<file path="src/rtl/serdac_pkg.sv">
package serdac_pkg;

    localparam int WORD_W   = 16;
    localparam int CODE_W   = 12;
    localparam int MODE_W   = 2;
    localparam int SPARE_W  = WORD_W - CODE_W - MODE_W;
    localparam int PIN_W    = 3;

    typedef enum logic [MODE_W-1:0] {
        PD_NONE = 2'b00,
        PD_LOW  = 2'b01,
        PD_HIGH = 2'b10,
        PD_OPEN = 2'b11
    } pd_mode_e;

    typedef struct packed {
        logic [SPARE_W-1:0] spare;
        pd_mode_e           mode;
        logic [CODE_W-1:0]  code;
    } frame_word_t;

    typedef struct packed {
        logic sclk;
        logic sync_n;
        logic sdin;
    } pins_t;

    typedef struct packed {
        logic shift;
        logic latch;
        logic frame;
        logic bit_in;
    } strobe_t;

    localparam pins_t PINS_IDLE = '{sclk: 1'b1, sync_n: 1'b1, sdin: 1'b0};

    function automatic frame_word_t shift_in(frame_word_t w, logic b);
        logic [WORD_W-1:0] v;
        v = w;
        return frame_word_t'({v[WORD_W-2:0], b});
    endfunction

    function automatic logic loads_code(pd_mode_e m);
        return m == PD_NONE;
    endfunction

endpackage

</file>
<file path="src/rtl/serdac_sync.sv">
module serdac_sync #(
    parameter int              W      = 3,
    parameter int              STAGES = 2,
    parameter logic [W-1:0]    IDLE   = '0
) (
    input  logic         clk,
    input  logic         rst,
    input  logic         clr_n,
    input  logic [W-1:0] d,
    output logic [W-1:0] q
);

    generate
        for (genvar b = 0; b < W; b++) begin : g_bit
            if (STAGES == 1) begin : g_single
                logic stage;
                always_ff @(posedge clk or negedge clr_n) begin
                    if (!clr_n)   stage <= IDLE[b];
                    else if (rst) stage <= IDLE[b];
                    else          stage <= d[b];
                end
                assign q[b] = stage;
            end else begin : g_chain
                logic [STAGES-1:0] chain;
                always_ff @(posedge clk or negedge clr_n) begin
                    if (!clr_n)   chain <= {STAGES{IDLE[b]}};
                    else if (rst) chain <= {STAGES{IDLE[b]}};
                    else          chain <= {chain[STAGES-2:0], d[b]};
                end
                assign q[b] = chain[STAGES-1];
            end
        end
    endgenerate

endmodule

</file>
<file path="src/rtl/serdac_edge.sv">
module serdac_edge
    import serdac_pkg::*;
(
    input  logic    clk,
    input  logic    rst,
    input  logic    clr_n,
    input  pins_t   pins,
    output strobe_t strb
);

    logic sclk_q;
    logic sync_q;

    always_ff @(posedge clk or negedge clr_n) begin
        if (!clr_n) begin
            sclk_q <= PINS_IDLE.sclk;
            sync_q <= PINS_IDLE.sync_n;
        end else if (rst) begin
            sclk_q <= PINS_IDLE.sclk;
            sync_q <= PINS_IDLE.sync_n;
        end else begin
            sclk_q <= pins.sclk;
            sync_q <= pins.sync_n;
        end
    end

    always_comb begin
        strb.shift  = sclk_q & ~pins.sclk & ~pins.sync_n;
        strb.latch  = ~sync_q & pins.sync_n;
        strb.frame  = ~pins.sync_n;
        strb.bit_in = pins.sdin;
    end

endmodule

</file>
<file path="src/rtl/serdac_shifter.sv">
module serdac_shifter
    import serdac_pkg::*;
(
    input  logic        clk,
    input  logic        rst,
    input  logic        clr_n,
    input  strobe_t     strb,
    output frame_word_t word,
    output logic        tail_bit
);

    frame_word_t word_q;

    always_ff @(posedge clk or negedge clr_n) begin
        if (!clr_n)          word_q <= '0;
        else if (rst)        word_q <= '0;
        else if (strb.shift) word_q <= shift_in(word_q, strb.bit_in);
    end

    assign word     = word_q;
    assign tail_bit = word_q[WORD_W-1];

endmodule

</file>
<file path="src/rtl/serdac_regs.sv">
module serdac_regs
    import serdac_pkg::*;
(
    input  logic              clk,
    input  logic              rst,
    input  logic              clr_n,
    input  logic              latch,
    input  frame_word_t       word,
    output logic [CODE_W-1:0] code,
    output pd_mode_e          mode
);

    logic [CODE_W-1:0] code_q;
    pd_mode_e          mode_q;

    always_ff @(posedge clk or negedge clr_n) begin
        if (!clr_n) begin
            code_q <= '0;
            mode_q <= PD_NONE;
        end else if (rst) begin
            code_q <= '0;
            mode_q <= PD_NONE;
        end else if (latch) begin
            mode_q <= word.mode;
            if (loads_code(word.mode)) code_q <= word.code;
        end
    end

    assign code = code_q;
    assign mode = mode_q;

endmodule

</file>
<file path="src/rtl/serdac_front.sv">
module serdac_front
    import serdac_pkg::*;
#(
    parameter int SYNC_STAGES = 2
) (
    input  logic              clk,
    input  logic              rst,
    input  logic              clr_n,
    input  logic              sclk,
    input  logic              sync_n,
    input  logic              sdin,
    output logic [CODE_W-1:0] dac_code,
    output logic [MODE_W-1:0] pd_mode,
    output logic              sdo,
    output logic              sdo_oe
);

    logic [PIN_W-1:0] raw_pins;
    logic [PIN_W-1:0] sync_pins;
    pins_t            pins;
    strobe_t          strb;
    frame_word_t      held_word;
    logic             tail_bit;
    pd_mode_e         mode_q;
    logic             shift_en;
    logic             latch_en;

    assign raw_pins = {sclk, sync_n, sdin};

    serdac_sync #(
        .W      (PIN_W),
        .STAGES (SYNC_STAGES),
        .IDLE   (PINS_IDLE)
    ) u_sync (
        .clk   (clk),
        .rst   (rst),
        .clr_n (clr_n),
        .d     (raw_pins),
        .q     (sync_pins)
    );

    assign pins = pins_t'(sync_pins);

    serdac_edge u_edge (
        .clk   (clk),
        .rst   (rst),
        .clr_n (clr_n),
        .pins  (pins),
        .strb  (strb)
    );

    serdac_shifter u_shift (
        .clk      (clk),
        .rst      (rst),
        .clr_n    (clr_n),
        .strb     (strb),
        .word     (held_word),
        .tail_bit (tail_bit)
    );

    serdac_regs u_regs (
        .clk   (clk),
        .rst   (rst),
        .clr_n (clr_n),
        .latch (strb.latch),
        .word  (held_word),
        .code  (dac_code),
        .mode  (mode_q)
    );

    assign shift_en = strb.shift;
    assign latch_en = strb.latch;
    assign pd_mode  = mode_q;
    assign sdo_oe   = strb.frame;
    assign sdo      = strb.frame & tail_bit;

endmodule

</file>
<file path="config.mk">
export PLATFORM = sky130hd
export DESIGN_NAME = serdac_front
export DESIGN_NICKNAME = d
export VERILOG_FILES = /design/src/rtl/serdac_pkg.sv /design/src/rtl/serdac_sync.sv /design/src/rtl/serdac_edge.sv /design/src/rtl/serdac_shifter.sv /design/src/rtl/serdac_regs.sv /design/src/rtl/serdac_front.sv
export SDC_FILE = /design/constraint.sdc
export NUM_CORES = 1
export LEC_CHECK = 0
export CORE_MARGIN = 2
export CORE_UTILIZATION = 50
export DETAILED_ROUTE_END_ITERATION = 10
export PLACE_DENSITY = 0.75
export SKIP_LAST_GASP = 1
export SLEW_MARGIN = 20
export SYNTH_ARGS = -nofsm -noshare
export SYNTH_HDL_FRONTEND = slang
export SYNTH_SLANG_ARGS = --single-unit
</file>
<file path="constraint.sdc">
create_clock -name clk -period 1.55 [get_ports clk]
set_input_delay 0.155 -clock clk [delete_from_list [all_inputs] [get_ports clk]]
set_output_delay 0.155 -clock clk [all_outputs]
set_load 0.005 [all_outputs]
</file>
**Yosys cells after proc, flatten, opt, wreduce, memory -nomap -nowiden**

Index checks and enable logic that the tools add are counted.

- Register bits: 38
- Output and inout bits: 16
- Logic and storage cells: 34

- Multiplexer cells: 12
- Bitwise gates (word level): 7
- Reduce and logical (&&, ||, !) cells: 5

Operators by type and width:

| cell | number |
|---|---|
| $mux 12 | 3 |
| $mux 16 | 2 |
| $mux 2 | 5 |
| $reduce_bool 2->1 | 3 |
| $and 1x1->1 | 4 |
| $not 1->1 | 3 |
| $logic_not 2->1 | 1 |
| $mux 1 | 2 |
| $reduce_and 2->1 | 1 |

**Logic depth before layout (Yosys ltp)**

- Word-level depth: 5
- Depth in mapped cells: 5
- Mapped depth without buffers: 3

**By module**

Synthesis repeated with hierarchy kept, for this count alone.

- Cells, all modules: 135
- Area total of the unflattened synthesis: 1669.1 um^2

By module, submodules not included:

| module | instances | cells each | area each (um^2) | sequential area each (um^2) |
|---|---|---|---|---|
| serdac_regs | 1 | 58 | 689.4 | 350.3 |
| serdac_shifter | 1 | 53 | 668.1 | 400.4 |
| serdac_sync | 1 | 15 | 215.2 | 155.1 |
| serdac_edge | 1 | 8 | 90.1 | 52.6 |
| serdac_front | 1 | 1 | 6.3 | 0.0 |

**Worst setup path after synthesis**

No wires, ideal clock.

- Path type: reg-to-reg
- Start: reg u_sync.g_bit[1].g_chain.chain[1]
- End: reg u_regs.code_q[10] (netlist: u_regs.code[10])
- Data arrival time: 1.282 ns
- Data required time: 1.414 ns
- Setup slack: 0.132 ns
- Stages on the path, launching flop included: 5
- Period minus slack after synthesis: 1.418 ns
- Path through: dfstp_2 -> or4b_4 -> buf_6 -> nand2_1 -> a21oi_1

- Cells in the longest elaborated chain, start to end: 3

RTL lines:

| element | RTL line | RTL |
|---|---|---|
| from (decl) | serdac_sync.sv:24 | `logic [STAGES-1:0] chain;` |
| from (signal assigned) | serdac_sync.sv:26 | `if (!clr_n) chain <= {STAGES{IDLE[b]}};` |
| from (signal assigned) | serdac_sync.sv:27 | `else if (rst) chain <= {STAGES{IDLE[b]}};` |
| from (signal assigned) | serdac_sync.sv:28 | `else chain <= {chain[STAGES-2:0], d[b]};` |
| $and 1x1->1 | serdac_edge.sv:29 | `strb.latch = ~sync_q & pins.sync_n;` |
| $reduce_bool 2->1 (no source line) | -- |  |
| $reduce_and 2->1 (no source line) | -- |  |
| to (signal assigned) | serdac_regs.sv:25 | `if (loads_code(word.mode)) code_q <= word.code;` |
| to (decl) | serdac_regs.sv:13 | `logic [CODE_W-1:0] code_q;` |

No other way between the ends.
A chain may end at the register's enable or synchronous reset.

**Final worst setup path**

- Start: reg u_sync.g_bit[1].g_chain.chain[1]
- End: reg u_regs.code_q[0] (netlist: u_regs.code[0])

Same word-level chain as after synthesis.

==> out/qor.txt <==
Syn Nets: 156
P_int: 1.38 mW
Startpoint types: register
Post-place setup slack: 0.0867 ns
Worst EP required: 1.78 ns
Post-route ant nets: 0
Met3 usage in global routing: 4.62%
Cells after synthesis: 150
Reg power frac: 58.3%
Drt total wl: 2990 um
Vias in the first global route: 1,061
Worst-skew pair later-pin latency: 0.33 ns
Pin count of the biggest net entering global routing: 39
Post-synthesis cell area: 1500 um2
Critical-path maximum fanout: 6
Die height: 58.8 um
Sw Ratio: 20.3%
ANT cells: 0
Final HPWL DP: 1920 um
Setup Crit Path Kind: register to register
CP cell instances: buf_4 -> or4b_4 -> nand2_1 -> a21oi_1
Min-delay worst type: input pin to async pin
Global-route wire length before repair: 4700 um
RSZ-0062 raised after global routing: yes
Mean Syn Cell Area: 10.0 um2
Remaining Overflow, GRT: 0
Leakage power: 0.814 nW
CTS Buf Count: 5
Cell area power density: 924 nW/um2
Fmax: 667 MHz
CP peak stage delay: 0.57 ns
Final net count: 185
Worst-path clk slew: 0.11 ns
Area grow syn2layout: 25.0%
Post-layout util: 66.9%
RD Place Congestion: 0.787
Worst slew pin tran: 0.458 ns
Worst hold slack: 0.129 ns
Wire per inst: 14.2 um
Port buffer count: 21
Synth Register Bits: 38
Post-route clock period utilization: 96.8%
Worst vdd ir: 637 uV
Max Buffers Root-to-Sink: 2
Iter 0 DRT Violations: 51
CP Capture Type: register
Num rows: 19
Grt met2 use: 30.0%
H-tree Lvls: 2
Yosys cell types: 18
Worst Skew: 0.0107 ns
Iteration count of the initial detailed-routing pass: 7
Core area: 2810 um2
Combinational share of power: 4.7%
Initial antenna violation count: 0
Fin Setup TNS: 0 ns
Worst setup margin: 0.0497 ns
Worst slew margin relative to its limit: 69.4%
I/O Pins: 22
Setup violations, final: 0
Cell at the slowest stage of the critical path: dfstp_2
CTS Sinks: 38
Yosys warns: 0
Status: finished with violations
Grt met1 use: 22.4%
Die area: 3450 um2
Die Width: 58.8 um
Switching power: 0.351 mW
Failing checks: design-rule violations
Routed vias: 1,105
Hold_buf cts: 0
Initial Util: 53.5%
Total GRT Usage: 18.3%
Min cycle time layout: 1.50 ns
Max_cap viols: 0
DR vias/cell: 5.24
Critical path arrival: 1.73 ns
Sequential area share after synthesis: 63.9%
CTS tree: built
Drt drc: 5
Clock Power Share: 37.0%
Max-slew violation count: 0
CTS Root Buffer Type: clkbuf_4
Busiest grt layer: met2
Final hold viol count: 0
Layout cells sized above 1: 17.8%
-- kinds of logic after synthesis --
family                 Yosys count  synth area share (%)
AOI/OAI and AO/OA               28                  9.34
muxes                            2                  1.33
DFF                             38                  63.9
buffers and inverters           10                  3.33
and+or+nand+nor                 72                  22.1
-- what timing repair did --
| item | 4_1_cts | 5_1_grt |
|---|---|---|
| setup buffers | 2 | 0 |
| endpoints found under the setup margin | 2 | 15 |
| hold endpoints to repair | 0 | 0 |
| gates resized for setup | 1 | 3 |
| gates cloned | 0 | 1 |
-- power groups by stage --
stage	logic, mW	registers, mW	clock network, mW
3_5_place_dp	0.0770	1.03	0
3_3_place_gp	0.0753	1.03	0
5_1_grt	0.0907	1.01	0.700
4_1_cts	0.0808	1.01	0.652
2_1_floorplan	0.0304	1.03	0
6_report	0.0818	1.01	0.641
-- critical path, delay by kind of cell (launching register included) --
family | cells | cell delay (ns)
buffers and inverters | 1 | 0.14
AND/OR/NAND/NOR | 2 | 0.63
AO/OA/AOI/OAI | 1 | 0.07
flip-flops | 1 | 0.57
-- through the flow --
| stage | area, um2 | cells | total power, mW |
|---|---|---|---|
| 4_1_cts | 1860 | 210 | 1.74 |
| 6_report | 1880 | 211 | 1.73 |
| 3_3_place_gp | 1770 | 200 | 1.10 |
| 2_1_floorplan | 1500 | 150 | 1.06 |
| 3_5_place_dp | 1770 | 200 | 1.11 |
| 5_1_grt | 1880 | 211 | 1.80 |
-- per-layer routing --
metal  vias to the layer above  share of wire [%]
met1                       518                 42
met4                         0                2.4
li1                        543                  -
met5                         -                  0
met3                         7                5.4
met2                        37                 50
-- path summary, 6_finish.rpt --
kind,from,end,slack [ns],cells past startpoint
setup / recovery,u_sync.g_bit[1].g_chain.chain[1],u_regs.code[0],0.05,4
hold / removal,clr_n,u_sync.g_bit[0].g_chain.chain[0],0.13,1
setup reg to reg,u_sync.g_bit[1].g_chain.chain[1],u_regs.code[0],0.05,4
hold reg to reg,u_sync.g_bit[0].g_chain.chain[0],u_sync.g_bit[0].g_chain.chain[1],0.48,1
max in group asynchronous,clr_n,u_shift.word[9],0.85,2
min in group clk,sdin,u_sync.g_bit[0].g_chain.chain[0],0.37,2
-- cell usage in the layout (no fill, tap or decap) --
master	Yosys	final
bufinv_16	0	1
a21oi_1	28	28
dlygate4sd2_1	0	1
clkbuf_4	0	5
dlymetal6s2s_1	0	1
nor2_1	2	2
or2b_1	1	1
or4b_4	1	2
dfrtp_1	32	32
nor4b_2	1	1
mux2i_1	2	2
nor2b_1	3	3
buf_12	0	1
clkdlybuf4s50_1	0	19
clkbuf_1	4	2
nand2_1	56	56
nor3b_2	1	1
dfstp_2	6	6
buf_4	0	8
or2_2	6	6
inv_1	1	1
or3b_4	0	1
-- state kept, by name (all words and copies together) (netlist names) --
| name | cells |
|---|---|
| u_shift.tail_bit | 1 |
| u_sync.g_bit.g_chain.chain | 6 |
| u_edge.sync_q | 1 |
| u_regs.code | 12 |
| u_edge.sclk_q | 1 |
| u_regs.mode | 2 |
| u_shift.word | 15 |
-- area by class of cell --
type | instances | area [um2]
clock inverter | 1 | 30.0
clock buffer | 7 | 45.0
multi-input combinational | 103 | 508
sequential | 38 | 958
tap | 31 | 38.8
fill | 227 | 930
timing repair buffer | 30 | 292
inverter | 1 | 3.75
-- synth_stat cells (all sizes together) --
cell type	number	share of area (%)
a21oi	28	9.3
buf	4	1.8
clkbuf	5	1.3
dfrtp	32	53
dfstp	6	11
inv	1	0.25
mux2i	2	1.3
nand2	56	14
nor2	2	0.50
nor2b	3	1.3
nor3b	1	0.83
nor4b	1	1.0
or2	6	2.5
or2b	1	0.50
or3b	1	0.58
or4b	1	0.92
Power figures use the tool's default switching activity.
